$ cat config.mk
export PLATFORM = sky130hd
export DESIGN_NAME = smoothcal_top
export DESIGN_NICKNAME = d
export VERILOG_FILES = /design/src/rtl/smoothcal_pkg.sv /design/src/rtl/smoothcal_ctrl.sv /design/src/rtl/smoothcal_dp.sv /design/src/rtl/smoothcal_top.sv
export SDC_FILE = /design/constraint.sdc
export NUM_CORES = 1
export LEC_CHECK = 0
export BUFFER_PORTS_ARGS = -buffer_cell sky130_fd_sc_hd__buf_2
export CORE_MARGIN = 10
export CORE_UTILIZATION = 40
export CTS_CLUSTER_DIAMETER = 120
export DETAILED_ROUTE_END_ITERATION = 12
export PLACE_DENSITY = 0.6
export RECOVER_POWER = 100
export REMOVE_ABC_BUFFERS = 1
export SETUP_SLACK_MARGIN = 0.1
export SLEW_MARGIN = 20
export SYNTH_ARGS = -nofsm -noshare
export SYNTH_HDL_FRONTEND = slang
export SYNTH_SLANG_ARGS = --single-unit
$ cat constraint.sdc
create_clock -name clk -period 3 [get_ports clk]
set_clock_uncertainty 0.1 [all_clocks]
set_input_delay 0.6 -clock clk [delete_from_list [all_inputs] [get_ports clk]]
set_output_delay 0.6 -clock clk [all_outputs]
set_load 0.05 [all_outputs]
$ cat src/rtl/smoothcal_pkg.sv
package smoothcal_pkg;
  // Window length choice; numeric value equals the right shift applied
  typedef enum logic [1:0] {
    WIN_FULL    = 2'd0,
    WIN_HALF    = 2'd1,
    WIN_QUARTER = 2'd2
  } winSel_e;

  typedef struct packed {
    winSel_e winSel;
    logic    incEn;
  } dpCtl_t;
endpackage

$ cat src/rtl/smoothcal_ctrl.sv
module smoothcal_ctrl
  import smoothcal_pkg::*;
#(
  parameter int MASK_W = 9
) (
  input  logic              clk,
  input  logic              rstN,
  input  logic              cfgWr,
  input  logic              cfgUnlock,
  input  logic [MASK_W-1:0] cfgMask,
  input  logic              cfgInc,
  input  logic              cfgHalf,
  input  logic              cfgQuarter,
  input  logic              winEnd,
  output dpCtl_t            dpCtl,
  output logic [MASK_W-1:0] effMask
);
  logic [MASK_W-1:0] pendMask, actMask;
  logic              pendInc, actInc;
  winSel_e           pendSel, actSel, wrSel;
  logic              wrAccept;

  assign wrAccept = cfgWr && cfgUnlock && !(cfgHalf && cfgQuarter);
  assign wrSel    = cfgQuarter ? WIN_QUARTER : (cfgHalf ? WIN_HALF : WIN_FULL);

  always_ff @(posedge clk or negedge rstN) begin
    if (!rstN) begin
      pendMask <= '0;
      pendInc  <= 1'b0;
      pendSel  <= WIN_FULL;
    end else if (wrAccept) begin
      pendMask <= cfgMask;
      pendInc  <= cfgInc;
      pendSel  <= wrSel;
    end
  end

  always_ff @(posedge clk or negedge rstN) begin
    if (!rstN) begin
      actMask <= '0;
      actInc  <= 1'b0;
      actSel  <= WIN_FULL;
    end else if (winEnd) begin
      actMask <= pendMask;
      actInc  <= pendInc;
      actSel  <= pendSel;
    end
  end

  always_comb begin
    case (actSel)
      WIN_HALF:    effMask = {actMask[MASK_W-1:1], 1'b0};
      WIN_QUARTER: effMask = {actMask[MASK_W-1:2], 2'b00};
      default:     effMask = actMask;
    endcase
  end

  assign dpCtl.winSel = actSel;
  assign dpCtl.incEn  = actInc;

  // locked write leaves pending setting untouched
  a_r8_locked_ignored: assert property (@(posedge clk) disable iff (!rstN)
    (cfgWr && !cfgUnlock) |=> ($stable(pendMask) && $stable(pendInc) && $stable(pendSel)));

  // write with both short options is discarded
  a_r7_both_sel_ignored: assert property (@(posedge clk) disable iff (!rstN)
    (cfgWr && cfgHalf && cfgQuarter) |=> ($stable(pendMask) && $stable(pendInc) && $stable(pendSel)));

  // active setting only moves at a window boundary
  a_r9_hold_mid_window: assert property (@(posedge clk) disable iff (!rstN)
    !winEnd |=> ($stable(actMask) && $stable(actInc) && $stable(actSel)));
endmodule

$ cat src/rtl/smoothcal_dp.sv
module smoothcal_dp
  import smoothcal_pkg::*;
#(
  parameter int WIN_W  = 20,
  parameter int INS_W  = 11,
  parameter int MASK_W = 9
) (
  input  logic              clk,
  input  logic              rstN,
  input  logic              tick,
  input  dpCtl_t            dpCtl,
  input  logic [MASK_W-1:0] effMask,
  output logic              winEnd,
  output logic              clkEn
);
  localparam logic [WIN_W-1:0] ALL_ONES = {WIN_W{1'b1}};

  logic [WIN_W-1:0] winCnt, revCnt, lowMask, revShift, maskShift;
  logic             dropNow, insPoint, insPend;

  for (genvar i = 0; i < WIN_W; i++) begin : g_rev
    assign revCnt[i] = winCnt[WIN_W-1-i];
  end

  assign lowMask   = ALL_ONES >> dpCtl.winSel;
  assign revShift  = revCnt >> dpCtl.winSel;
  assign maskShift = WIN_W'(effMask) >> dpCtl.winSel;
  assign dropNow   = tick && (revShift < maskShift);
  assign winEnd    = tick && ((winCnt & lowMask) == lowMask);
  assign insPoint  = tick && dpCtl.incEn && (&winCnt[INS_W-1:0]);

  always_ff @(posedge clk or negedge rstN) begin
    if (!rstN) begin
      winCnt  <= '0;
      insPend <= 1'b0;
      clkEn   <= 1'b0;
    end else begin
      if (tick) winCnt <= winCnt + 1'b1;
      insPend <= insPoint || (insPend && tick);
      clkEn   <= (tick && !dropNow) || (insPend && !tick);
    end
  end

  // a tick that is not dropped yields an enable next cycle
  a_r1_keep_tick: assert property (@(posedge clk) disable iff (!rstN)
    (tick && !dropNow) |=> clkEn);

  // every enable has a tick or a pending insertion behind it
  a_r10_enable_source: assert property (@(posedge clk) disable iff (!rstN)
    clkEn |-> ($past(tick) || $past(insPend)));

  // pending insertion is issued on the first tick-free cycle
  a_r4_insert_issued: assert property (@(posedge clk) disable iff (!rstN)
    (insPend && !tick) |=> (clkEn && !insPend));

  // a dropped tick yields no enable
  a_r2_drop_silent: assert property (@(posedge clk) disable iff (!rstN)
    (tick && dropNow) |=> !clkEn);
endmodule

$ cat src/rtl/smoothcal_top.sv
module smoothcal_top
  import smoothcal_pkg::*;
#(
  parameter int WIN_W  = 20,
  parameter int INS_W  = 11,
  parameter int MASK_W = 9
) (
  input  logic              clk,
  input  logic              rstN,
  input  logic              rtcTick,
  input  logic              cfgWr,
  input  logic              cfgUnlock,
  input  logic [MASK_W-1:0] cfgMask,
  input  logic              cfgInc,
  input  logic              cfgHalf,
  input  logic              cfgQuarter,
  output logic              clkEnOut
);
  dpCtl_t            dpCtl;
  logic [MASK_W-1:0] effMask;
  logic              winEnd;

  smoothcal_ctrl #(.MASK_W(MASK_W)) u_ctrl (
    .clk(clk), .rstN(rstN), .cfgWr(cfgWr), .cfgUnlock(cfgUnlock),
    .cfgMask(cfgMask), .cfgInc(cfgInc), .cfgHalf(cfgHalf),
    .cfgQuarter(cfgQuarter), .winEnd(winEnd), .dpCtl(dpCtl), .effMask(effMask)
  );

  smoothcal_dp #(.WIN_W(WIN_W), .INS_W(INS_W), .MASK_W(MASK_W)) u_dp (
    .clk(clk), .rstN(rstN), .tick(rtcTick), .dpCtl(dpCtl),
    .effMask(effMask), .winEnd(winEnd), .clkEn(clkEnOut)
  );
endmodule

==> results.md <==
- Layout cells sized above 1: 0.228
- Status: finished clean
- MaxCap Viol Count: 0
- Setup TNS: 0 ns
- Max frequency: 382 MHz
- CP peak stage delay: 0.53 ns
- I/O Pins: 18
- Overall power: 1.39 mW
- Hold_sp: u_dp.winCnt[19]
- Busiest grt layer: met2
- Critical-path maximum fanout: 12
- Final setup vio count: 0
- CP Cell Sequence: clkbuf_1 > and3_1 > nand4_1 > nor3_1 > o2111ai_2 > clkbuf_2 > mux2_1
- Filler Cell Count: 606
- Post-Syn Instances: 215
- Post-route ant nets: 0
- Hold WC Path Type: register to register
- Placeable Area: 0.00639 mm^2
- FF+latch count, synth: 46
- Global-route usage over all layers: 0.101
- Initial core utilization: 0.412
- Multi-input logic area: 0.00131 mm^2
- GR Overflow Total: 0
- Port Buffers: 17
- Via density: 5.40
- Slew @ Worst Pin: 1.28 ns
- Final Cycle Share: 0.872
- Initial antenna violation count: 0
- Met1 Use GR: 0.135
- Row count: 29
- DP HPWL: 3570 um
- Critical Path Start Type: input pin
- Netlist Area Pre-Place: 0.00263 mm^2
- Worst path slowest cell: nor3_1
- Initial DRC count: 53
- Pwr Density: 496 mW/mm^2
- Synth Warn #: 0
- Clk slew on worst S/H paths: 0.09 ns
- Clock sink total: 46
- Via count: 1695
- CTS buffer count: 5
- Crit path kind: input pin to register
- RePlAce Congestion: 0.826
- Reg2reg start: u_dp.winCnt[0]
- Die area: 0.0102 mm^2
- Fin. Hold Viols: 0
- Final Critical Period: 2.61 ns
- Lkg Pwr: 1.26 nW
- Top_reg_cell synth: dfrtp_1
- Post-Route WL: 4960 um
- Longest Clk Path Bufs: 2
- Critical Path Sink Type: register
- Worst Path Required: 3.09 ns
- Unrepaired setup endpoints after global routing: false
- Final core occ: 0.438
- First-pass GRT wire length: 8450 um
- Mapped Avg Cell Area: 12.2 um^2
- Setup crit start: rtcTick
- DR WL/cell: 15.8 um
- CTS Hold Bufs: 0
- Final hold slack: 0.382 ns
- DIE WIDTH: 101 um
- Peak VDD IR: 0.325 mV
- DRC viols: 0
- Async set-reset flop share out of synthesis: 1.00
- CTS Root Cell: clkbuf_8
- Pins Over Slew Limit: 0
- Largest net degree at the start of global routing: 25
- Die Ht: 101 um
- GR Util met3: 0.0281
- Number of flops mapped to enable cells by yosys: 0
- Clk_lat worst skew: 0.31 ns
- Ant. Diodes: 0
- FF/Latch Area: 0.00115 mm^2
- CTS tree: yes
- Post-cts resize count: 0
- Area growth syn-to-layout: 6.42%
- Router iterations before antenna repair: 4
- Crit path DAT: 2.71 ns
- Unique masters post-synth: 42
- Sequential share of the synthesized area: 0.437
- H-Tree Depth: 2
- Setup Fix Bufs, Post-CTS: 0
- Fin nets: 265
- Met2 Usage GRT: 0.153
- Vias in the first global route: 1736
- Slew headroom: 0.147
[cells by family (layout without fill, tap and decap cells)]
family	Yosys count	in the layout	share of synthesized area
flops	46	46	0.437
fa+ha+maj	12	12	0.0571
compound gates	24	24	0.0609
mux	38	38	0.214
simple gates	61	61	0.127
buf+inv	15	37	0.0404
xor+xnor	19	19	0.0632
[layer usage]
metal	vias to the layer above	part of all wire
li1	820	-
met1	845	0.49
met3	7	0.034
met5	-	0
met2	23	0.46
met4	0	0.016
[sequential cells by signal, indices dropped and copies added (netlist names)]
name,count
u_ctrl.pendMask,9
u_dp.insPend,1
u_ctrl.pendInc,1
u_ctrl.actSel,2
u_ctrl.pendSel,2
u_dp.clkEn,1
u_ctrl.actMask,9
u_dp.winCnt,20
u_ctrl.actInc,1
[Yosys cell counts, types with 2 or more instances]
| master | count | area share |
|---|---|---|
| mux2_4 | 10 | 0.057 |
| buf_6 | 2 | 0.0086 |
| mux2i_1 | 3 | 0.011 |
| mux4_2 | 9 | 0.077 |
| and3_1 | 2 | 0.0048 |
| xor2_1 | 6 | 0.020 |
| a21o_1 | 2 | 0.0057 |
| nand2_1 | 17 | 0.024 |
| mux2_2 | 16 | 0.068 |
| nand4_1 | 7 | 0.017 |
| dfrtp_1 | 46 | 0.44 |
| xnor2_1 | 13 | 0.043 |
| a31oi_1 | 2 | 0.0048 |
| o21ai_0 | 5 | 0.0095 |
| a21oi_1 | 8 | 0.015 |
| ha_1 | 12 | 0.057 |
| inv_1 | 6 | 0.0086 |
| clkbuf_8 | 3 | 0.016 |
| nor3_1 | 2 | 0.0038 |
| nand3_1 | 5 | 0.0095 |
| nor2_1 | 18 | 0.026 |
[cell type report]
| type | count | share of cell area |
|---|---|---|
| inverter | 7 | 0.00938 |
| multi-input combinational | 154 | 0.466 |
| clock inverter | 3 | 0.0156 |
| clock buffer | 5 | 0.0246 |
| tap | 77 | 0.0344 |
| timing repair buffer | 22 | 0.0389 |
| sequential | 46 | 0.411 |
[worst max-delay path, delay by kind of cell]
| family | cells | cell delay, ns |
|---|---|---|
| muxes | 1 | 0.37 |
| AOI/OAI and AO/OA | 1 | 0.19 |
| buffers and inverters | 2 | 0.57 |
| and+or+nand+nor | 3 | 0.98 |
[worst paths after layout]
path	end	cells past startpoint	slack, ns
worst max-delay path	u_ctrl.actMask[2]	7	0.39
worst min-delay path	u_dp.winCnt[19]	1	0.38
worst max register to register	u_ctrl.actMask[2]	7	0.44
worst min register to register	u_dp.winCnt[19]	1	0.38
max in group asynchronous	u_ctrl.pendMask[0]	2	0.59
min in group asynchronous	u_dp.winCnt[5]	1	0.43
[placed cells by master (no fill, tap or decap), drive strengths merged, types with 2 or more instances in the layout]
cell type / synthesis / layout
nand3: 6 / 6
nor3: 3 / 3
nand4: 8 / 8
mux4: 9 / 9
inv: 6 / 7
a31oi: 2 / 2
o2111ai: 2 / 2
clkbuf: 4 / 11
nand2: 17 / 17
buf: 4 / 16
nor2: 18 / 18
and3: 3 / 3
ha: 12 / 12
a21oi: 8 / 8
xnor2: 13 / 13
clkinv: 1 / 2
mux2: 26 / 26
a21o: 2 / 2
o21ai: 5 / 5
xor2: 6 / 6
mux2i: 3 / 3
dfrtp: 46 / 46
[report_power, final]
| part | leakage [nW] | internal (mW) | switching, mW |
|---|---|---|---|
| registers | 0.603 | 0.695 | 0.0723 |
| clock network | 0.0585 | 0.250 | 0.228 |
| logic | 0.601 | 0.0797 | 0.0650 |
| total | 1.26 | 1.02 | 0.365 |
[through the flow]
stage	worst slack (ns)	cells	instance area [um^2]
2_1_floorplan	0.0625	207	2550
3_3_place_gp	0.585	306	2770
3_5_place_dp	0.474	306	2770
4_1_cts	0.436	314	2880
5_1_grt	0.144	314	2800
6_report	0.385	314	2800
Note: power is estimated with default switching activity, not from simulation.
